**src/rtl/angpred_pkg.sv**
```systemverilog
package angpred_pkg;

    localparam int DEF_LANES  = 4;
    localparam int DEF_SAMP_W = 8;
    localparam int DEF_WGT_W  = 5;

    typedef enum logic {
        PM_COPY  = 1'b0,
        PM_BLEND = 1'b1
    } pmode_e;

    // leaves: (WGT_W+1) lower-weight bits, WGT_W upper-weight bits, one rounding term
    function automatic int leaf_terms(int wgt_w);
        return 2 * wgt_w + 2;
    endfunction

    function automatic int tree_levels(int wgt_w);
        return $clog2(leaf_terms(wgt_w));
    endfunction

    // one partial-product stage plus one stage per adder level
    function automatic int pipe_latency(int wgt_w);
        return tree_levels(wgt_w) + 1;
    endfunction

endpackage

```
**src/rtl/angpred_ppgen.sv**
```systemverilog
module angpred_ppgen #(
    parameter int SAMP_W = 8,
    parameter int WGT_W  = 5,
    parameter int NLEAF  = 16,
    parameter int ACC_W  = SAMP_W + WGT_W
) (
    input  logic              clk,
    input  logic              rst,
    input  logic [SAMP_W-1:0] a,
    input  logic [SAMP_W-1:0] b,
    input  logic [WGT_W:0]    k0,
    input  logic [WGT_W-1:0]  k1,
    output logic [ACC_W-1:0]  leaf [NLEAF]
);

    localparam int A_TERMS  = WGT_W + 1;
    localparam int B_FIRST  = A_TERMS;
    localparam int RND_IDX  = A_TERMS + WGT_W;
    localparam logic [ACC_W-1:0] ROUND_C = ACC_W'(1) << (WGT_W - 1);

    logic [ACC_W-1:0] pp_d [NLEAF];

    // each leaf is a gated, shifted copy of a neighbour: no adder in this stage
    for (genvar j = 0; j < NLEAF; j++) begin : g_leaf
        if (j < A_TERMS) begin : g_a
            assign pp_d[j] = k0[j] ? (ACC_W'(a) << j) : '0;
        end else if (j < RND_IDX) begin : g_b
            assign pp_d[j] = k1[j-B_FIRST] ? (ACC_W'(b) << (j - B_FIRST)) : '0;
        end else if (j == RND_IDX) begin : g_rnd
            assign pp_d[j] = ROUND_C;
        end else begin : g_pad
            assign pp_d[j] = '0;
        end
    end

    always_ff @(posedge clk) begin
        for (int j = 0; j < NLEAF; j++) begin
            if (rst) leaf[j] <= '0;
            else     leaf[j] <= pp_d[j];
        end
    end

endmodule

```
**src/rtl/angpred_tree.sv**
```systemverilog
module angpred_tree #(
    parameter int NLEAF  = 16,
    parameter int LEVELS = 4,
    parameter int ACC_W  = 13
) (
    input  logic             clk,
    input  logic             rst,
    input  logic [ACC_W-1:0] leaf [NLEAF],
    output logic [ACC_W-1:0] root
);

    for (genvar l = 0; l < LEVELS; l++) begin : g_lvl
        localparam int CNT = NLEAF >> (l + 1);

        logic [ACC_W-1:0] src   [2*CNT];
        logic [ACC_W-1:0] sum_q [CNT];

        if (l == 0) begin : g_src_leaf
            for (genvar s = 0; s < 2*CNT; s++) begin : g_s
                assign src[s] = leaf[s];
            end
        end else begin : g_src_prev
            for (genvar s = 0; s < 2*CNT; s++) begin : g_s
                assign src[s] = g_lvl[l-1].sum_q[s];
            end
        end

        // a single two-input adder between registers at every level
        always_ff @(posedge clk) begin
            for (int n = 0; n < CNT; n++) begin
                if (rst) sum_q[n] <= '0;
                else     sum_q[n] <= src[2*n] + src[2*n+1];
            end
        end
    end

    assign root = g_lvl[LEVELS-1].sum_q[0];

endmodule

```
**src/rtl/angpred_lane.sv**
```systemverilog
module angpred_lane
    import angpred_pkg::*;
#(
    parameter int SAMP_W = 8,
    parameter int WGT_W  = 5
) (
    input  logic              clk,
    input  logic              rst,
    input  logic [SAMP_W-1:0] a,
    input  logic [SAMP_W-1:0] b,
    input  logic [WGT_W:0]    k0,
    input  logic [WGT_W-1:0]  k1,
    output logic [SAMP_W-1:0] samp
);

    localparam int LEVELS = tree_levels(WGT_W);
    localparam int NLEAF  = 1 << LEVELS;
    localparam int ACC_W  = SAMP_W + WGT_W;

    logic [ACC_W-1:0] leaf [NLEAF];
    logic [ACC_W-1:0] root;
    logic             frac_unused;

    angpred_ppgen #(
        .SAMP_W (SAMP_W),
        .WGT_W  (WGT_W),
        .NLEAF  (NLEAF),
        .ACC_W  (ACC_W)
    ) u_ppgen (
        .clk  (clk),
        .rst  (rst),
        .a    (a),
        .b    (b),
        .k0   (k0),
        .k1   (k1),
        .leaf (leaf)
    );

    angpred_tree #(
        .NLEAF  (NLEAF),
        .LEVELS (LEVELS),
        .ACC_W  (ACC_W)
    ) u_tree (
        .clk  (clk),
        .rst  (rst),
        .leaf (leaf),
        .root (root)
    );

    // the divide by the weight sum is pure wiring
    assign samp        = root[ACC_W-1 -: SAMP_W];
    assign frac_unused = ^root[WGT_W-1:0];

endmodule

```
**src/rtl/angpred_top.sv**
```systemverilog
module angpred_top
    import angpred_pkg::*;
#(
    parameter int LANES  = DEF_LANES,
    parameter int SAMP_W = DEF_SAMP_W,
    parameter int WGT_W  = DEF_WGT_W
) (
    input  logic                      clk,
    input  logic                      rst,
    input  logic                      in_valid,
    input  logic                      in_frac,
    input  logic [WGT_W-1:0]          in_wgt,
    input  logic [(LANES+1)*SAMP_W-1:0] in_nbr,
    output logic                      out_valid,
    output logic [LANES*SAMP_W-1:0]   out_samp
);

    localparam int LAT = pipe_latency(WGT_W);
    localparam logic [WGT_W:0] WSUM = (WGT_W + 1)'(1) << WGT_W;

    pmode_e           mode;
    logic [WGT_W-1:0] k1_eff;
    logic [WGT_W:0]   k0_eff;
    logic [LAT-1:0]   vld_q;

    // shared control word; copy mode becomes the weight pair (WSUM, 0)
    assign mode   = pmode_e'(in_frac);
    assign k1_eff = (mode == PM_BLEND) ? in_wgt : '0;
    assign k0_eff = WSUM - {1'b0, k1_eff};

    for (genvar i = 0; i < LANES; i++) begin : g_lane
        angpred_lane #(
            .SAMP_W (SAMP_W),
            .WGT_W  (WGT_W)
        ) u_lane (
            .clk  (clk),
            .rst  (rst),
            .a    (in_nbr[i*SAMP_W +: SAMP_W]),
            .b    (in_nbr[(i+1)*SAMP_W +: SAMP_W]),
            .k0   (k0_eff),
            .k1   (k1_eff),
            .samp (out_samp[i*SAMP_W +: SAMP_W])
        );
    end

    always_ff @(posedge clk) begin
        if (rst) vld_q <= '0;
        else     vld_q <= {vld_q[LAT-2:0], in_valid};
    end

    assign out_valid = vld_q[LAT-1];

endmodule

```
**config.mk**
```make
export PLATFORM = sky130hd
export DESIGN_NAME = angpred_top
export DESIGN_NICKNAME = d
export VERILOG_FILES = /design/src/rtl/angpred_pkg.sv /design/src/rtl/angpred_ppgen.sv /design/src/rtl/angpred_tree.sv /design/src/rtl/angpred_lane.sv /design/src/rtl/angpred_top.sv
export SDC_FILE = /design/constraint.sdc
export NUM_CORES = 1
export LEC_CHECK = 0
export ABC_AREA = 1
export BUFFER_PORTS_ARGS = -buffer_cell sky130_fd_sc_hd__buf_2
export CORE_MARGIN = 2
export CORE_UTILIZATION = 60
export DETAILED_ROUTE_END_ITERATION = 16
export GPL_TIMING_DRIVEN = 0
export PLACE_DENSITY = 0.77
export RECOVER_POWER = 100
export SYNTH_ARGS = -nofsm -noshare
export SYNTH_HDL_FRONTEND = slang
export SYNTH_SLANG_ARGS = --single-unit
```
**constraint.sdc**
```tcl
create_clock -name clk -period 2.5 [get_ports clk]
set_input_delay 0.5 -clock clk [delete_from_list [all_inputs] [get_ports clk]]
set_output_delay 0.5 -clock clk [all_outputs]
set_load 0.05 [all_outputs]
```
==> flow_metrics.env, run 1 <==
export IMPL_tritoncts="built"
export IMPL_max_cap_violations=1
export IMPL_synth_fp_nets=5120
export IMPL_comb_power_share=0.080
export IMPL_track_usage=0.295
export IMPL_place_inst=5575
export IMPL_area_growth_pct=11.0
export IMPL_clkPwrFrac=0.434
export IMPL_die_h_um=249
export IMPL_synth_area_um2=36000
export IMPL_drive_gt1_frac=0.0396
export IMPL_slowest_stage="clkbuf_1"
export IMPL_crit_path_end_kind="register"
export IMPL_fin_area_um2=39900
export IMPL_crit_family="buffers and inverters"
export IMPL_gp_congestion=0.899
export IMPL_yosysTopAreaCell="dfxtp_1"
export IMPL_grt_pass1_wl_mm=143
export IMPL_vias_per_cell=5.14
export IMPL_firstDrtPassIters=6
export IMPL_ys_ff_latch=828
export IMPL_synth_area_top_cells="dfxtp_1 (46%), ha_1 (11%), nor2_1 (10%)"
export IMPL_slew_headroom=-0.0415
export IMPL_dp_slack_ns=-0.468
export IMPL_fp_dieArea_um2=61900
export IMPL_yosysSeqAreaShare=0.461
export IMPL_fin_util=0.676
export IMPL_finClkSkew_ns=0.0291
export IMPL_powerDensity_nw_per_um2=721
export IMPL_coreArea_um2=59100
export IMPL_synth_cells=4722
export IMPL_postPlaceCellArea_um2=37400
export IMPL_postCtsHoldBufs=0
export IMPL_ctsResizeCount=0
export IMPL_crit_end="g_lane[3].u_lane.u_ppgen.leaf[140]"
export IMPL_avgRoutedWirePerCell_um=16.1
export IMPL_drv_slew=6
export IMPL_start_util=0.609
export IMPL_timing_fmax_mhz=424
export IMPL_critPathMaxStageDelay_ns=0.91
export IMPL_worstPathRequired_ns=2.98
export IMPL_root_buffer="clkbuf_16"
export IMPL_cp_max_fo=10
export IMPL_setup_viol=0
export IMPL_max_vdd_ir_drop_uv=558
export IMPL_place_port_buffers=80
export IMPL_synth_area_per_cell_um2=7.62
export IMPL_crit_reg2reg_launch="g_lane[1].u_lane.u_tree.g_lvl[0].sum_q[0][2]"
export IMPL_failed_checks="max-capacitance violations, max-slew violations"
export IMPL_cp_start_kind="input port"
export IMPL_post_route_period_util=0.943
export IMPL_grt_overflow=0
export IMPL_hold_class="in2reg"
export IMPL_worst_r2r_path_depth=11
export IMPL_fin_nets=5284
export IMPL_reg2reg_setup_slack_ns=0.48
export IMPL_dieWidth_um=249
export IMPL_path_buf_inv=4
export IMPL_ant_nets=0
export IMPL_drt_total_wl_mm=92.1
export IMPL_drc_errors=0
export IMPL_antenna_found_initial=1
export IMPL_crit_path_start="rst"
export IMPL_numCtsBuffers=82
export IMPL_worstSetupPathDepth=7
export IMPL_status="complete, but fails checks"
export IMPL_yosysUniqueCellTypes=32
export IMPL_instances_no_fill=5721
export IMPL_grt_pass1_vias=27200
export IMPL_std_cell_rows=89
export IMPL_postCtsSetupBuffers=0
export IMPL_clock_sinks=828
export IMPL_worst_pin_slew_ns=1.55
export IMPL_vias=29400
export IMPL_grt_max_degree=16
export IMPL_dp_hpwl_mm=68.3
export IMPL_switching_share=0.245
export IMPL_worstSetupPathType="in2reg"
export IMPL_fin_crit_ns=2.36
export IMPL_seqPwrFrac=0.486
export IMPL_cp_common_cell="clkbuf_1"
export IMPL_hold_slack_ns=0.0880
export IMPL_multi_input_area_um2=16400
export IMPL_finalWorstSetupSlack_ns=0.142
export IMPL_total_power_mw=28.8
export IMPL_rsz0062_at_grt="false"
export IMPL_power_switching_mw=7.06
export IMPL_r2r_end="g_lane[1].u_lane.u_tree.g_lvl[1].sum_q[0][10]"
export IMPL_final_seq_area_um2=16600
export IMPL_fin_tns_setup_ns=0
export IMPL_cp_cell_sequence="buf_6, clkinvlp_2, nand2_1, or3_1, clkbuf_1, clkbuf_1, nor2_1"
export IMPL_leakage_nw=20.1
export IMPL_cp_arrival_ns=2.84
export IMPL_ioPinCount=82
export IMPL_cts_htree_levels=3
export IMPL_hold_violations=0
export IMPL_clock_path_buffers=3
export IMPL_internal_power_mw=21.7
export IMPL_insertion_delay_ns=0.64
export IMPL_first_iter_violations=2000
export IMPL_synth_top_area_frac=0.461
export IMPL_path_clk_slew_ns=0.06
export IMPL_n_fill_cell=4970
export IMPL_ys_warn_count=0
[cells in the mapped netlist, drive strengths merged]
| library cell | instances |
|---|---|
| nor2 | 970 |
| nand2 | 931 |
| dfxtp | 828 |
| inv | 674 |
| a21oi | 339 |
| ha | 317 |
| nand3 | 230 |
| o21ai | 151 |
| buf | 49 |
| clkbuf | 39 |
| o21bai | 37 |
| fa | 32 |
| clkinv | 24 |
| o21a | 22 |
| a21o | 16 |
| and2 | 15 |
| nor3 | 12 |
| nand4 | 8 |
| nor3b | 8 |
| a22oi | 4 |
| or2 | 4 |
| xnor2 | 4 |
| xor2 | 4 |
| a211oi | 3 |
| or3 | 1 |
[worst min-delay path by stage]
stage                                                       from                                             to  slack [ns]  cells past startpoint
CTS                                                     in_valid                                       vld_q[0]        0.06                      3
finish                                                  in_valid                                       vld_q[0]        0.09                      3
floorplan                     g_lane[0].u_lane.u_ppgen.leaf[195]   g_lane[0].u_lane.u_tree.g_lvl[0].sum_q[0][0]        0.39                      2
global route                                            in_valid                                       vld_q[0]        0.09                      3
detailed placement            g_lane[1].u_lane.u_ppgen.leaf[171]  g_lane[1].u_lane.u_tree.g_lvl[0].sum_q[0][15]        0.39                      2
global placement    g_lane[3].u_lane.u_tree.g_lvl[1].sum_q[2][8]   g_lane[3].u_lane.u_tree.g_lvl[2].sum_q[1][8]        0.39                      2
[layout make-up]
cell class / instances / share of cell area
antenna: 1 / 0.0000626
buffer: 88 / 0.00865
clock buffer: 114 / 0.0590
clock inverter: 31 / 0.00915
inverter: 698 / 0.0656
multi-input combinational: 3108 / 0.409
sequential: 828 / 0.415
tap: 773 / 0.0242
timing repair buffer: 80 / 0.00896
[cell usage in the layout, fill, tap and decap left out, types with 46 or more instances in the layout]
cell,instances
nand2_1,931
clkbuf_1,132
nand3_1,230
a21oi_1,339
clkbuf_16,85
inv_1,673
dfxtp_1,828
o21ai_0,151
buf_2,46
ha_1,317
nor2_1,960
[logic make-up (layout without fill, tap and decap cells)]
| group | Yosys count | in the layout | synth area share |
|---|---|---|---|
| AND/OR/NAND/NOR | 2179 | 2179 | 0.239 |
| flip-flops | 828 | 828 | 0.461 |
| buffers and inverters | 786 | 1011 | 0.0846 |
| AO/OA/AOI/OAI | 572 | 572 | 0.0854 |
| adder cells (fa/ha/maj) | 349 | 349 | 0.128 |
| XOR/XNOR | 8 | 8 | 0.00195 |
| other | 0 | 1 | 0 |
[tightest hold or removal path, delay by kind of cell]
family | cells | cell delay, ns
buffers and inverters | 2 | 0.10
and+or+nand+nor | 1 | 0.06
[power by group through the flow]
stage	clock, mW	sequential [mW]	combinational (mW)
2_1_floorplan	0	14.3	1.46
3_3_place_gp	0	14.3	2.25
3_5_place_dp	0	14.3	2.28
4_1_cts	12.6	14.0	2.32
5_1_grt	13.1	14.0	2.58
6_report	12.5	14.0	2.32
[sequential cells by signal (all words and copies together) (netlist names)]
register	flops
g_lane.u_lane.u_ppgen.leaf	329
g_lane.u_lane.u_tree.g_lvl.sum_q	494
vld_q	5
[per-layer routing]
metal,part of all wire,track usage,up-vias
li1,-,-,15100
met1,0.45,0.384,13400
met2,0.46,0.501,808
met3,0.063,0.0454,159
met4,0.032,0.103,0
met5,0,0,-
Power figures use the tool's default switching activity.
==> run 2, diff against run 1 <==
clock period = 2.9 ns   (was 2.5 ns; I/O delays follow)
==> run 2 against run 1 <==
  * The run still ends with max-capacitance violations, max-slew violations left
  * Critical path depth shrank 1
  * Flip-flop and latch count is the same
  * Cell count is essentially flat
  * First-iteration DRC count shrank 0.40%
  * Largest cell class unchanged
==> flow_metrics.env, run 2 (synthesized netlist as in run 1, its figures left out) <==
export IMPL_status="complete, but fails checks"
export IMPL_failed_checks="max-capacitance violations, max-slew violations"
export IMPL_total_power_mw=24.8
export IMPL_grt_pass1_wl_mm=143
export IMPL_cp_common_cell="clkbuf_1"
export IMPL_met2_usage=0.501
export IMPL_worst_pin_slew_ns=1.51
export IMPL_cp_cell_sequence="buf_6, clkinvlp_2, clkbuf_1, clkbuf_1, nand2_1, nor2_1"
export IMPL_cp_start_kind="input port"
export IMPL_drt_total_wl_mm=92.1
export IMPL_root_buffer="clkbuf_16"
export IMPL_insertion_delay_ns=0.64
export IMPL_clock_path_buffers=3
export IMPL_met3_usage=0.0454
export IMPL_max_cap_violations=1
export IMPL_gp_congestion=0.899
export IMPL_vias=29400
export IMPL_grt_overflow=0
export IMPL_ant_nets=0
export IMPL_numCtsBuffers=82
export IMPL_firstDrtPassIters=6
export IMPL_cp_max_fo=10
export IMPL_powerDensity_nw_per_um2=621
export IMPL_largest_reg_flops=494
export IMPL_crit_family="buffers and inverters"
export IMPL_first_iter_violations=1992
export IMPL_worstPathRequired_ns=3.40
export IMPL_area_growth_pct=11.0
export IMPL_critPathMaxStageDelay_ns=1.00
export IMPL_cp_arrival_ns=3.02
export IMPL_dieWidth_um=249
export IMPL_final_common_cell="nor2_1"
export IMPL_track_usage=0.295
export IMPL_crit_path_end_kind="register"
export IMPL_place_port_buffers=80
export IMPL_regMostFlops="g_lane.u_lane.u_tree.g_lvl.sum_q"
export IMPL_antenna_found_initial=0
export IMPL_std_cell_rows=89
export IMPL_postCtsHoldBufs=0
export IMPL_avgRoutedWirePerCell_um=16.1
export IMPL_worstSetupPathType="in2reg"
export IMPL_instances_no_fill=5720
export IMPL_coreArea_um2=59100
export IMPL_fin_crit_ns=2.51
export IMPL_grt_max_degree=16
export IMPL_drc_errors=0
export IMPL_hold_slack_ns=0.165
export IMPL_path_buf_inv=4
export IMPL_drv_slew=6
export IMPL_tritoncts="built"
export IMPL_max_vdd_ir_drop_uv=482
export IMPL_diodes=0
export IMPL_reg_top3="g_lane.u_lane.u_tree.g_lvl.sum_q x494, g_lane.u_lane.u_ppgen.leaf x329, vld_q x5"
export IMPL_setup_viol=0
export IMPL_place_inst=5575
export IMPL_leakage_nw=20.1
export IMPL_ctsResizeCount=0
export IMPL_slew_headroom=-0.0207
export IMPL_final_cell_mix="nor2_1 (958), nand2_1 (931), dfxtp_1 (828), inv_1 (673), a21oi_1 (339)"
export IMPL_finClkSkew_ns=0.0268
export IMPL_timing_fmax_mhz=398
export IMPL_fp_dieArea_um2=61900
export IMPL_fin_nets=5284
export IMPL_grt_pass1_vias=27200
export IMPL_slowest_stage="clkbuf_1"
export IMPL_postPlaceCellArea_um2=37400
export IMPL_hold_class="in2reg"
export IMPL_clock_sinks=828
export IMPL_ioPinCount=82
export IMPL_postCtsSetupBuffers=0
export IMPL_drive_gt1_frac=0.0390
export IMPL_post_route_period_util=0.866
export IMPL_cts_htree_levels=3
export IMPL_hold_violations=0
export IMPL_dp_hpwl_mm=68.3
export IMPL_gr_max_usage_layer="met2"
export IMPL_die_h_um=249
export IMPL_start_util=0.609
export IMPL_use_met1=0.384
export IMPL_path_clk_slew_ns=0.06
export IMPL_fin_area_um2=39900
export IMPL_fin_tns_setup_ns=0
export IMPL_rsz0062_at_grt="false"
export IMPL_vias_per_cell=5.15
## run 2: cell count changes in the layout (fill, tap and decap cells not counted), sizes merged
| cell | delta |
|---|---|
| buf | +1 |
| clkbuf | -1 |
| diode | -1 |
## run 2: stage by stage
step,setup WS [ns],util
after CTS,0.532,0.678
after global placement,-0.152,0.632
final,0.388,0.675
after detailed placement,-0.148,0.632
after floorplan,1.20,-
after global routing,0.309,0.675
## run 2: area by class of cell
type	count	area, µm²
clock buffer	114	2360
inverter	698	2620
clock inverter	31	365
sequential	828	16600
fill	4972	19200
timing repair buffer	80	358
tap	773	967
buffer	88	339
multi-input combinational	3108	16400
## run 2: where the power goes
part | switching, mW | total (mW) | internal, mW
combinational | 1.41 | 2.00 | 0.584
clock | 4.44 | 10.7 | 6.31
sequential | 0.217 | 12.1 | 11.8
total | 6.07 | 24.8 | 18.7
## run 2: worst min-delay path: stages
cell and delay, ns:
buf_2 0.07, inv_1 0.03, nor2_1 0.06
## run 2: path summary, 6_finish.rpt
check,start,to,slack [ns],cells after the start
min reg2reg,g_lane[1].u_lane.u_ppgen.leaf[147],g_lane[1].u_lane.u_tree.g_lvl[0].sum_q[0][30],0.39,2
max,rst,g_lane[1].u_lane.u_tree.g_lvl[0].sum_q[0][48],0.39,6
max reg2reg,g_lane[1].u_lane.u_tree.g_lvl[0].sum_q[0][2],g_lane[1].u_lane.u_tree.g_lvl[1].sum_q[0][10],0.87,11
min,in_valid,vld_q[0],0.17,3
## run 2: per-layer routing
metal  part of all wire  vias to the layer above
li1                   -                    15100
met1               0.44                    13400
met2               0.46                      799
met3              0.062                      154
met4              0.030                        0
met5                  0                        -
